**src/rtl/mesi_pkg.sv**
```systemverilog
package mesi_pkg;

  typedef enum logic [1:0] {
    ST_I = 2'd0,
    ST_S = 2'd1,
    ST_E = 2'd2,
    ST_M = 2'd3
  } line_st_t;

  typedef enum logic [1:0] {
    CMD_WB  = 2'd0,
    CMD_RD  = 2'd1,
    CMD_RDX = 2'd2,
    CMD_INV = 2'd3
  } bus_cmd_t;

  typedef struct packed {
    logic shared;
    logic supply;
    logic mem_wb;
  } snp_rsp_t;

  // a processor access must go to the bus unless it hits with enough rights
  function automatic logic needs_bus(line_st_t st, logic hit, logic wr);
    return !hit || (wr && st == ST_S);
  endfunction

  // bus command for an access that needs the bus
  function automatic bus_cmd_t pick_cmd(line_st_t st, logic hit, logic wr);
    if (!hit && st == ST_M) return CMD_WB;
    if (wr) return (hit && st == ST_S) ? CMD_INV : CMD_RDX;
    return CMD_RD;
  endfunction

  // state left in the line when our own transaction is granted
  function automatic line_st_t fill_state(bus_cmd_t cmd, logic shared_in);
    case (cmd)
      CMD_RD:          return shared_in ? ST_S : ST_E;
      CMD_RDX, CMD_INV: return ST_M;
      default:         return ST_I;
    endcase
  endfunction

  // state after a snooped transaction hits the line
  function automatic line_st_t snoop_next(line_st_t st, bus_cmd_t cmd);
    case (cmd)
      CMD_RD:           return (st == ST_I) ? ST_I : ST_S;
      CMD_RDX, CMD_INV: return ST_I;
      default:          return st;
    endcase
  endfunction

  // response driven while a snooped transaction hits the line
  function automatic snp_rsp_t snoop_rsp(line_st_t st, bus_cmd_t cmd);
    snp_rsp_t r;
    r = '0;
    case (cmd)
      CMD_RD: begin
        r.shared = (st == ST_E) || (st == ST_S);
        r.supply = (st == ST_M);
        r.mem_wb = (st == ST_M);
      end
      CMD_RDX, CMD_INV: r.supply = (st == ST_M);
      default: r = '0;
    endcase
    return r;
  endfunction

endpackage

```
**src/rtl/mesi_line_store.sv**
```systemverilog
module mesi_line_store
  import mesi_pkg::*;
#(
  parameter int IDX_W = 3,
  parameter int TAG_W = 9
) (
  input  logic                  clk,
  input  logic                  rst_n,
  input  logic [IDX_W-1:0]      a_idx,
  output line_st_t              a_st,
  output logic [TAG_W-1:0]      a_tag,
  input  logic                  a_we,
  input  line_st_t              a_st_d,
  input  logic                  a_tag_we,
  input  logic [TAG_W-1:0]      a_tag_d,
  input  logic [IDX_W-1:0]      b_idx,
  output line_st_t              b_st,
  output logic [TAG_W-1:0]      b_tag,
  input  logic                  b_we,
  input  line_st_t              b_st_d,
  output logic [2*(1<<IDX_W)-1:0] st_flat
);
  localparam int LINES = 1 << IDX_W;

  line_st_t         st_q  [LINES];
  logic [TAG_W-1:0] tag_q [LINES];

  assign a_st  = st_q[a_idx];
  assign a_tag = tag_q[a_idx];
  assign b_st  = st_q[b_idx];
  assign b_tag = tag_q[b_idx];

  // port b (snoop) is written last so it wins on the same index
  always_ff @(posedge clk) begin
    if (!rst_n) begin
      for (int i = 0; i < LINES; i++) begin
        st_q[i]  <= ST_I;
        tag_q[i] <= '0;
      end
    end else begin
      if (a_we) begin
        st_q[a_idx] <= a_st_d;
        if (a_tag_we) tag_q[a_idx] <= a_tag_d;
      end
      if (b_we) st_q[b_idx] <= b_st_d;
    end
  end

  for (genvar g = 0; g < LINES; g++) begin : g_flat
    assign st_flat[2*g +: 2] = st_q[g];
  end

endmodule

```
**src/rtl/mesi_snoop_unit.sv**
```systemverilog
module mesi_snoop_unit
  import mesi_pkg::*;
#(
  parameter int TAG_W = 9
) (
  input  logic             snp_valid,
  input  logic [1:0]       snp_cmd,
  input  logic [TAG_W-1:0] snp_tag,
  input  line_st_t         line_st,
  input  logic [TAG_W-1:0] line_tag,
  output logic             hit,
  output snp_rsp_t         rsp,
  output logic             st_we,
  output line_st_t         st_next
);
  bus_cmd_t cmd;

  always_comb begin
    cmd     = bus_cmd_t'(snp_cmd);
    hit     = snp_valid && (line_st != ST_I) && (line_tag == snp_tag);
    st_next = snoop_next(line_st, cmd);
    rsp     = hit ? snoop_rsp(line_st, cmd) : '0;
    st_we   = hit && (st_next != line_st);
  end

endmodule

```
**src/rtl/mesi_req_fsm.sv**
```systemverilog
module mesi_req_fsm
  import mesi_pkg::*;
#(
  parameter int ADDR_W = 12,
  parameter int IDX_W  = 3
) (
  input  logic              clk,
  input  logic              rst_n,
  input  logic              cpu_valid,
  input  logic              cpu_write,
  input  logic [ADDR_W-1:0] cpu_addr,
  input  logic              snp_valid,
  input  logic              bus_gnt,
  input  logic              bus_shared_in,
  input  line_st_t          line_st,
  input  logic [ADDR_W-IDX_W-1:0] line_tag,
  output logic [IDX_W-1:0]  look_idx,
  output logic              cpu_done,
  output logic              bus_req,
  output logic [1:0]        bus_cmd,
  output logic [ADDR_W-1:0] bus_addr,
  output logic              st_we,
  output line_st_t          st_d,
  output logic              tag_we,
  output logic [ADDR_W-IDX_W-1:0] tag_d
);
  localparam int TAG_W = ADDR_W - IDX_W;

  typedef enum logic {RQ_IDLE, RQ_BUS} rq_t;

  rq_t               rq_q;
  logic              wr_q;
  logic [ADDR_W-1:0] addr_q;

  logic              cur_wr;
  logic [ADDR_W-1:0] cur_addr;
  logic [TAG_W-1:0]  cur_tag;
  logic              hit;
  logic              need;
  logic              accept;
  bus_cmd_t          cmd;

  always_comb begin
    cur_wr   = (rq_q == RQ_BUS) ? wr_q   : cpu_write;
    cur_addr = (rq_q == RQ_BUS) ? addr_q : cpu_addr;
    cur_tag  = cur_addr[ADDR_W-1:IDX_W];
    look_idx = cur_addr[IDX_W-1:0];
    hit      = (line_st != ST_I) && (line_tag == cur_tag);
    need     = needs_bus(line_st, hit, cur_wr);
    cmd      = pick_cmd(line_st, hit, cur_wr);
    accept   = (rq_q == RQ_IDLE) && cpu_valid && !snp_valid;

    bus_req  = (rq_q == RQ_BUS);
    bus_cmd  = cmd;
    bus_addr = (cmd == CMD_WB) ? {line_tag, look_idx} : cur_addr;

    cpu_done = 1'b0;
    st_we    = 1'b0;
    st_d     = ST_M;
    tag_we   = 1'b0;
    tag_d    = cur_tag;

    if (accept && !need) begin
      cpu_done = 1'b1;
      st_we    = cur_wr && (line_st != ST_M);
    end else if (bus_req && bus_gnt) begin
      st_we    = 1'b1;
      st_d     = fill_state(cmd, bus_shared_in);
      tag_we   = (cmd != CMD_WB);
      cpu_done = (cmd != CMD_WB);
    end
  end

  always_ff @(posedge clk) begin
    if (!rst_n) begin
      rq_q   <= RQ_IDLE;
      wr_q   <= 1'b0;
      addr_q <= '0;
    end else if (accept && need) begin
      rq_q   <= RQ_BUS;
      wr_q   <= cpu_write;
      addr_q <= cpu_addr;
    end else if (bus_req && bus_gnt && cmd != CMD_WB) begin
      rq_q   <= RQ_IDLE;
    end
  end

endmodule

```
**src/rtl/mesi_snoop_ctrl.sv**
```systemverilog
module mesi_snoop_ctrl
  import mesi_pkg::*;
#(
  parameter int ADDR_W = 12,
  parameter int IDX_W  = 3
) (
  input  logic              clk,
  input  logic              rst_n,
  input  logic              cpu_valid,
  input  logic              cpu_write,
  input  logic [ADDR_W-1:0] cpu_addr,
  output logic              cpu_done,
  output logic              bus_req,
  output logic [1:0]        bus_cmd,
  output logic [ADDR_W-1:0] bus_addr,
  input  logic              bus_gnt,
  input  logic              bus_shared_in,
  input  logic              snp_valid,
  input  logic [1:0]        snp_cmd,
  input  logic [ADDR_W-1:0] snp_addr,
  output logic              snp_shared,
  output logic              snp_supply,
  output logic              snp_mem_wb
);
  localparam int TAG_W = ADDR_W - IDX_W;
  localparam int LINES = 1 << IDX_W;

  logic [IDX_W-1:0]   req_idx;
  line_st_t           req_st;
  logic [TAG_W-1:0]   req_tag;
  logic               req_st_we;
  line_st_t           req_st_d;
  logic               req_tag_we;
  logic [TAG_W-1:0]   req_tag_d;

  line_st_t           snp_line_st;
  logic [TAG_W-1:0]   snp_line_tag;
  logic               snp_hit;
  snp_rsp_t           snp_rsp;
  logic               snp_st_we;
  line_st_t           snp_st_d;

  logic [2*LINES-1:0] st_flat;

  mesi_line_store #(.IDX_W(IDX_W), .TAG_W(TAG_W)) u_store (
    .clk      (clk),
    .rst_n    (rst_n),
    .a_idx    (req_idx),
    .a_st     (req_st),
    .a_tag    (req_tag),
    .a_we     (req_st_we),
    .a_st_d   (req_st_d),
    .a_tag_we (req_tag_we),
    .a_tag_d  (req_tag_d),
    .b_idx    (snp_addr[IDX_W-1:0]),
    .b_st     (snp_line_st),
    .b_tag    (snp_line_tag),
    .b_we     (snp_st_we),
    .b_st_d   (snp_st_d),
    .st_flat  (st_flat)
  );

  mesi_snoop_unit #(.TAG_W(TAG_W)) u_snoop (
    .snp_valid (snp_valid),
    .snp_cmd   (snp_cmd),
    .snp_tag   (snp_addr[ADDR_W-1:IDX_W]),
    .line_st   (snp_line_st),
    .line_tag  (snp_line_tag),
    .hit       (snp_hit),
    .rsp       (snp_rsp),
    .st_we     (snp_st_we),
    .st_next   (snp_st_d)
  );

  mesi_req_fsm #(.ADDR_W(ADDR_W), .IDX_W(IDX_W)) u_fsm (
    .clk           (clk),
    .rst_n         (rst_n),
    .cpu_valid     (cpu_valid),
    .cpu_write     (cpu_write),
    .cpu_addr      (cpu_addr),
    .snp_valid     (snp_valid),
    .bus_gnt       (bus_gnt),
    .bus_shared_in (bus_shared_in),
    .line_st       (req_st),
    .line_tag      (req_tag),
    .look_idx      (req_idx),
    .cpu_done      (cpu_done),
    .bus_req       (bus_req),
    .bus_cmd       (bus_cmd),
    .bus_addr      (bus_addr),
    .st_we         (req_st_we),
    .st_d          (req_st_d),
    .tag_we        (req_tag_we),
    .tag_d         (req_tag_d)
  );

  assign snp_shared = snp_rsp.shared;
  assign snp_supply = snp_rsp.supply;
  assign snp_mem_wb = snp_rsp.mem_wb;

endmodule

```
**config.mk**
```make
export PLATFORM = sky130hd
export DESIGN_NAME = mesi_snoop_ctrl
export DESIGN_NICKNAME = d
export VERILOG_FILES = /design/src/rtl/mesi_pkg.sv /design/src/rtl/mesi_line_store.sv /design/src/rtl/mesi_snoop_unit.sv /design/src/rtl/mesi_req_fsm.sv /design/src/rtl/mesi_snoop_ctrl.sv
export SDC_FILE = /design/constraint.sdc
export NUM_CORES = 1
export LEC_CHECK = 0
export ABC_AREA = 1
export BUFFER_PORTS_ARGS = -buffer_cell sky130_fd_sc_hd__buf_2
export CAP_MARGIN = 10
export CORE_MARGIN = 1.5
export CORE_UTILIZATION = 41
export CTS_CLUSTER_SIZE = 30
export DETAILED_ROUTE_END_ITERATION = 8
export PLACE_DENSITY_LB_ADDON = 0.3
export SLEW_MARGIN = 20
export SYNTH_ARGS = -nofsm -noshare
export SYNTH_HDL_FRONTEND = slang
export SYNTH_SLANG_ARGS = --single-unit
```
**constraint.sdc**
```tcl
create_clock -name clk -period 3.1 [get_ports clk]
set_input_delay 0.155 -clock clk [delete_from_list [all_inputs] [get_ports clk]]
set_output_delay 0.155 -clock clk [all_outputs]
set_load 0.01 [all_outputs]
```
==> summary.md, run 1 <==
| Metric | Value |
|---|---|
| Leakage | `4.02 nW` |
| FFs w/ async S/R, synth | `0` |
| 1st-pass router iterations | `5` |
| Final hold vios | `0` |
| Worst path max stage delay | `410 ps` |
| Crit path launch | `u_fsm.bus_req` |
| Crit-path cells | `inv_8 -> nand2_8 -> nand2_8 -> buf_12 -> buf_8 -> o211ai_1 -> nand2_1 -> o21ai_1 -> nand2_1 -> nor2_1 -> nand2_1 -> nor2_2 -> inv_2 -> nand2_8 -> nand2_4 -> buf_4 -> o21ai_0 -> buf_2` |
| Minimum clock period | `2950 ps` |
| Status | `completed` |
| Area contributors post-synth | `edfxtp_1, nand2_1, nor2_1, nand3_1, inv_1` |
| Skew-Pair Late Insertion Delay | `360 ps` |
| GR Overflow Total | `0` |
| Final Power | `3.59 mW` |
| Initial Util | `0.416` |
| Crit path DAT | `2800 ps` |
| Fraction of layout cells with a size suffix above 1 | `0.196` |
| Syn Std Cell Area | `6570 um^2` |
| Crit share post-route | `0.953` |
| Post-synth EDFFs | `88` |
| R2r setup slk | `220 ps` |
| Kind of end point of the critical path | `output pin` |
| Cell taking the most area after synthesis | `edfxtp_1` |
| R2R Path End | `u_store.tag_q[5][4]` |
| Max Fanout on Critical Path | `8` |
| Mean Syn Cell Area | `7.14 um^2` |
| # fillers | `1547` |
| Final TNS setup | `0 ps` |
| FF-to-FF Start | `u_fsm.bus_req` |
| Pin slew with the least headroom to its limit | `491 ps` |
| ANT nets after route | `0` |
| Root Buffer | `clkbuf_16` |
| PwrDens | `431 nW/um^2` |
| TritonCTS clock tree | `built` |
| First DRT Iteration DRCs | `808` |
| Clock skew | `9.61 ps` |
| Post-Synthesis Cells | `920` |
| IO Count | `52` |
| Most frequent cells in the layout | `nand2_1, nor2_1, inv_1, edfxtp_1, buf_4` |
| Clock sink count | `102` |
| Worst hold margin | `56.1 ps` |
| Fin nets | `1081` |
| Top-area cell type share of the netlist area | `0.402` |
| Die area | `16800 um^2` |
| Worst Setup Start Kind | `flop` |
| Gpl congestion | `1.02` |
| DRT Wirelength | `22200 um` |
| WS Path Type | `flop to output pin` |
| Die W | `130 um` |
| RSZ-0062 raised after global routing | `true` |
| Worst hold path class | `input port to flop` |
| F_max | `338 MHz` |
| Layout Cells excl Fill | `1267` |
| Ys Warns | `0` |
| DP Cell Count | `1240` |
| Sequential share of the synthesized area | `0.445` |
| Crit path capture | `cpu_done` |
| Largest net degree at the start of global routing | `38` |
| Post-DP HPWL | `16900 um` |
| Crit-path slowest cell | `dfxtp_4` |
| # diodes | `0` |
| Max_cap viols | `0` |
| Max IR drop VDD | `262 uV` |
| Clk pin slew, worst setup/hold paths | `70 ps` |
| Global-route wire length before repair | `33300 um` |
| Number of global-route vias before repair | `5972` |
| H-Tree Depth | `3` |
| CTS hold repair buffers | `0` |
| Synth Net Count | `955` |
| Commonest non-fill, non-tap cell in the layout | `nand2_1` |
| Max Slew Vio Count | `0` |
| DR vias | `6769` |
| Final setup violation count | `0` |
| Initial antenna violation count | `0` |
| Drc violations | `0` |
| Worst reg2reg path depth | `20` |
| Die height | `130 um` |
| Area delta synth->final | `26.7%` |
| CTS Buf Count | `9` |
| Core ar. | `15800 um^2` |
| Gr usage total | `0.270` |
| Synth unique cells | `36` |
| IO buf count | `51` |
| CTS max path bufs | `2` |
| Slew HR | `0.669` |
| Routed len/inst | `17.6 um` |
| Top_reg_cell synth | `edfxtp_1` |
| Vias/cell | `5.34` |
| #FFs+latches synth | `102` |
| Row Count | `46` |
| Critical Path RT | `2940 ps` |
[cell usage after synthesis (6+ instances only)]
cell type	number
dfxtp_1	14
inv_1	91
o2bb2ai_1	7
clkinv_1	7
o21ai_0	57
buf_2	13
a21o_1	8
nor2_1	145
edfxtp_1	88
nand2_2	6
clkbuf_1	9
o21bai_1	8
nand4_1	18
o21ai_1	9
nand2_4	10
nand3_1	69
nand2_1	321
[metrics by stage]
step           cell area, um^2  setup WS (ps)  utilization
3_5_place_dp              7720           12.8        0.489
4_1_cts                   8020           7.34        0.508
3_3_place_gp              7720           30.7        0.489
2_1_floorplan             6570            308            -
5_1_grt                   8320          -37.4        0.527
6_report                  8320            145        0.527
[area by class of cell]
cell class | count | area, um^2 | share of cell area
timing repair buffer | 142 | 1200 | 0.145
inverter | 101 | 390 | 0.0469
clock buffer | 11 | 233 | 0.0280
sequential | 102 | 2930 | 0.352
clock inverter | 5 | 42.5 | 0.00511
multi-input combinational | 689 | 3250 | 0.390
timing repair inverter | 1 | 7.51 | 0.000903
tap | 216 | 270 | 0.0325
[per-layer routing]
layer	part of all wire	global-route usage	up-vias
li1	-	-	3234
met1	0.41	0.370	3100
met2	0.46	0.427	380
met3	0.098	0.0434	55
met4	0.035	0.108	0
met5	0	0	-
[cell families (layout without fill, tap and decap cells)]
group / count (synthesis) / in the layout / synth area share
flip-flops: 102 / 102 / 0.445
AO/OA/AOI/OAI: 109 / 109 / 0.100
buffers and inverters: 129 / 260 / 0.0806
adder cells (fa/ha/maj): 2 / 2 / 0.00381
AND/OR/NAND/NOR: 578 / 578 / 0.370
[worst max-delay path: cells and delay by family (launching register included)]
kind            cells  cell delay, ps
flops               1             410
compound gates      3             410
buf+inv             6             750
simple gates        9             870
[state kept, by name, indices dropped and copies added (netlist names)]
name / cells
u_store.tag_q: 72
u_store.st_q: 16
u_fsm.addr_q: 12
u_fsm.bus_req: 1
u_fsm.wr_q: 1
[how the worst min path moves through the flow]
stage               cells after the start         start          endpoint
global route                            3   cpu_addr[3]   u_fsm.addr_q[3]
floorplan                               2  cpu_addr[10]  u_fsm.addr_q[10]
finish                                  3   cpu_addr[7]   u_fsm.addr_q[7]
CTS                                     3  cpu_addr[10]  u_fsm.addr_q[10]
global placement                        3   cpu_addr[7]   u_fsm.addr_q[7]
detailed placement                      3  cpu_addr[10]  u_fsm.addr_q[10]
[report_power, final]
group | switching [mW] | internal [mW] | total (mW)
sequential | 0.0419 | 1.54 | 1.59
combinational | 0.573 | 0.337 | 0.911
clock | 0.536 | 0.554 | 1.09
[timing repair]
| item | in CTS | in global routing |
|---|---|---|
| cloned | 1 | 4 |
| buffers inserted | 0 | 7 |
| pin swaps | 0 | 12 |
| endpoints found under the setup margin | 19 | 188 |
| gates resized for setup | 11 | 42 |
Power figures use the tool's default switching activity.
==> run 2: changes to the inputs <==
- ABC_AREA: 1 -> not set
- CTS_BUF_LIST: not set -> sky130_fd_sc_hd__clkbuf_8
==> summary.md, run 2 <==
| Metric | Value |
|---|---|
| Minimum clock period | `3470 ps (+511 ps)` |
| Crit-path cells | `buf_6 -> mux2i_2 -> buf_4 -> mux2_4 -> o32a_1 -> o211ai_1 -> buf_4 -> xnor2_2 -> nand3_2 -> o21ai_4 -> buf_12 -> buf_6 -> clkbuf_16 -> nand2_4 -> o21ai_4 -> clkbuf_16` |
| # fillers | `1348 (-13%)` |
| Drc violations | `0 (unchanged)` |
| Initial Util | `0.422 (+0.00552)` |
| F_max | `289 MHz (-15%)` |
| RSZ-0062 raised after global routing | `true` |
| Final setup violation count | `154 (+154)` |
| DRT Wirelength | `23700 um (+6.6%)` |
| Post-synthesis mux area share | `0.135 (+0.135)` |
| Largest family of logic cells by synthesized area | `simple AND/OR/NAND/NOR gates` |
| DP Cell Count | `982 (-21%)` |
| Max_cap viols | `0 (unchanged)` |
| Post-DP HPWL | `17900 um (+6.3%)` |
| Crit share post-route | `1.12 (+0.165)` |
| Critical Path RT | `3230 ps (+290 ps)` |
| First DRT Iteration DRCs | `515 (-36%)` |
| Cell taking the most area after synthesis | `edfxtp_1` |
| TritonCTS clock tree | `built` |
| FFs w/ async S/R, synth | `0 (unchanged)` |
| Routed len/inst | `23.0 um (+31%)` |
| Ys Warns | `0 (unchanged)` |
| Skew-Pair Late Insertion Delay | `400 ps (+40 ps)` |
| Commonest non-fill, non-tap cell in the layout | `buf_4` |
| Post-synth top cells | `nor2_1, edfxtp_1, nand2_1` |
| Gpl congestion | `1.01 (-1.5%)` |
| # diodes | `0 (unchanged)` |
| Clock sink count | `102 (unchanged)` |
| Die W | `128 um (-0.96%)` |
| Crit-path slowest cell | `dfxtp_4` |
| Area delta synth->final | `34.2%` |
| Largest registers | `u_store.tag_q x72, u_store.st_q x16, u_fsm.addr_q x12` |
| Post-Synthesis Cells | `652 (-29%)` |
| Syn Std Cell Area | `6440 um^2 (-2.0%)` |
| Clk pin slew, worst setup/hold paths | `110 ps (+40 ps)` |
| Post-synth EDFFs | `88 (unchanged)` |
| Largest net degree at the start of global routing | `32 (-16%)` |
| Setup ws final | `-365 ps (-511 ps)` |
| Fin util | `0.566 (+0.0387)` |
| Initial antenna violation count | `0 (unchanged)` |
| IO Count | `52 (unchanged)` |
| Status | `finished, violations left` |
| Worst Setup Start Kind | `flop` |
| Biggest register | `u_store.tag_q` |
| Most frequent cells in the layout | `buf_4, nor2_1, edfxtp_1, nand2_1, mux2i_1` |
| Mean Syn Cell Area | `9.88 um^2 (+38%)` |
| Area occupied by multi-input gates | `3600 um^2 (+11%)` |
| IO buf count | `51 (unchanged)` |
| Sequential share of the synthesized area | `0.454 (+0.00891)` |
| Synth unique cells | `71 (+97%)` |
| Layout Cells excl Fill | `1032 (-19%)` |
| CTS Buf Count | `9 (unchanged)` |
| Largest register FFs | `72 (unchanged)` |
| Worst hold margin | `15.9 ps (-40.3 ps)` |
| Gr usage total | `0.292 (+0.0223)` |
| Violated checks | `setup timing` |
| Synth Area in XOR/XNOR | `0.0177 (+0.0177)` |
| Top-area cell type share of the netlist area | `0.410 (+0.00805)` |
| Synth Area in Adders | `0.00389 (+0.0000763)` |
| Number of global-route vias before repair | `6083 (+1.9%)` |
| Delay-heaviest family, CP | `buffers and inverters` |
| Clock skew | `12.9 ps (+3.25 ps)` |
| GR Overflow Total | `0 (unchanged)` |
| Max Slew Vio Count | `0 (unchanged)` |
| Worst path max stage delay | `420 ps (about the same)` |
| Kind of end point of the critical path | `flop` |
| ANT nets after route | `0 (unchanged)` |
| Slew HR | `0.523 (-0.146)` |
| Area contributors post-synth | `edfxtp_1, mux2i_1, nor2_1, nand2_1, dfxtp_1` |
| Simple-gate portion of the synthesized area | `0.197 (-0.174)` |
| DR vias | `6184 (-8.6%)` |
| Leakage | `3.37 nW (-16%)` |
| Synth Area in Compound Gates | `0.150 (+0.0498)` |
| H-Tree Depth | `3 (unchanged)` |
| Die area | `16500 um^2 (-1.9%)` |
| Row Count | `45 (-2.2%)` |
| Worst hold path class | `input port to flop` |
| Fin nets | `852 (-21%)` |
| CP bufs+invs | `7 (+1)` |
| Core ar. | `15300 um^2 (-3.2%)` |
| Fraction of layout cells with a size suffix above 1 | `0.352 (+0.156)` |
| Max IR drop VDD | `273 uV (+4.2%)` |
| WS Path Type | `flop to flop` |
| Top-count cell post-synth | `nor2_1` |
| Crit path DAT | `3590 ps (+790 ps)` |
| Root Buffer | `clkbuf_8` |
| Top_reg_cell synth | `edfxtp_1` |
| Final hold vios | `0 (unchanged)` |
| Vias/cell | `5.99 (+12%)` |
| #FFs+latches synth | `102 (unchanged)` |
| 1st-pass router iterations | `5 (unchanged)` |
| Die height | `128 um (-0.96%)` |
| Synth Net Count | `687 (-28%)` |
| Global-route wire length before repair | `35200 um (+5.6%)` |
| Pin slew with the least headroom to its limit | `713 ps (+222 ps)` |
| Storage element area | `2930 um^2 (about the same)` |
| CTS max path bufs | `2 (unchanged)` |
| Max Fanout on Critical Path | `7 (-1)` |
| PwrDens | `397 nW/um^2 (-8.0%)` |
==> run 2: cell count changes in the layout (fill, tap and decap cells not counted), moves of 11 or more <==
cell	before	now
buf_4	70	106
buf_6	1	23
clkbuf_16	13	2
inv_1	90	17
mux2i_1	0	56
nand2_1	311	84
nand3_1	69	11
nor2_1	139	94
o21ai_0	51	7
==> run 2: per-stage QoR <==
step	instance area [um^2]	power [mW]	worst slack (ps)	TNS (ps)
floorplan	6550	2.05	-22.7	-330
global placement	7720	2.39	-178	-12530
detailed placement	7720	2.40	-237	-19650
CTS	8350	3.35	-279	-21440
global route	8640	3.54	-432	-37330
finish	8640	3.43	-365	-24280
==> run 2: final timing paths <==
| check | start | end | slack [ps] | cells after the start |
|---|---|---|---|---|
| worst max-delay path | u_fsm.bus_req | u_store.tag_q[6][8] | -370 | 16 |
| worst min-delay path | cpu_addr[11] | u_fsm.addr_q[11] | 20 | 3 |
| worst max register to register | u_fsm.bus_req | u_store.tag_q[6][8] | -370 | 16 |
| worst min register to register | u_fsm.addr_q[11] | u_fsm.addr_q[11] | 460 | 2 |
==> run 2: layout make-up <==
class	instances	area share
timing repair buffer	194	0.183
clock buffer	9	0.0143
multi-input combinational	492	0.417
sequential	102	0.339
tap	211	0.0306
clock inverter	6	0.00826
inverter	18	0.00840
==> run 2: report_power, final <==
part	leakage [nW]	switching [mW]	internal (mW)
Combinational	2.24	0.512	0.440
Clock	0.103	0.506	0.378
Sequential	1.02	0.0523	1.54
==> run 2: metal layers <==
metal	GRT usage	share of wire	up-vias
met3	0.0480	0.073	76
met2	0.499	0.48	327
met4	0.136	0.050	0
met1	0.364	0.40	3009
li1	-	-	2772
met5	0	0	-
==> run 2: repair_timing <==
| item | 4_1_cts | 5_1_grt |
|---|---|---|
| hold buffers | 2 | 0 |
| setup buffers | 23 | 9 |
| endpoints found under the setup margin | 183 | 194 |
| pin swaps | 19 | 12 |
| resized for setup | 49 | 37 |
| endpoints found under the hold margin | 2 | 0 |
| cloned | 0 | 3 |
==> run 2: logic make-up (layout without fill, tap and decap cells) <==
group,count (synthesis),after routing
fa+ha+maj,2,2
simple gates,270,270
flops,102,102
compound gates,131,131
mux,76,76
buf+inv,58,227
xor+xnor,13,13
==> run 2: worst register-to-register path, cell delays in order, from the launching register on <==
cell,delay (ps)
dfxtp_4,420
buf_6,110
mux2i_2,180
buf_4,170
mux2_4,300
o32a_1,280
o211ai_1,170
buf_4,200
xnor2_2,120
nand3_2,120
o21ai_4,230
buf_12,140
buf_6,100
clkbuf_16,160
nand2_4,70
o21ai_4,230
clkbuf_16,190
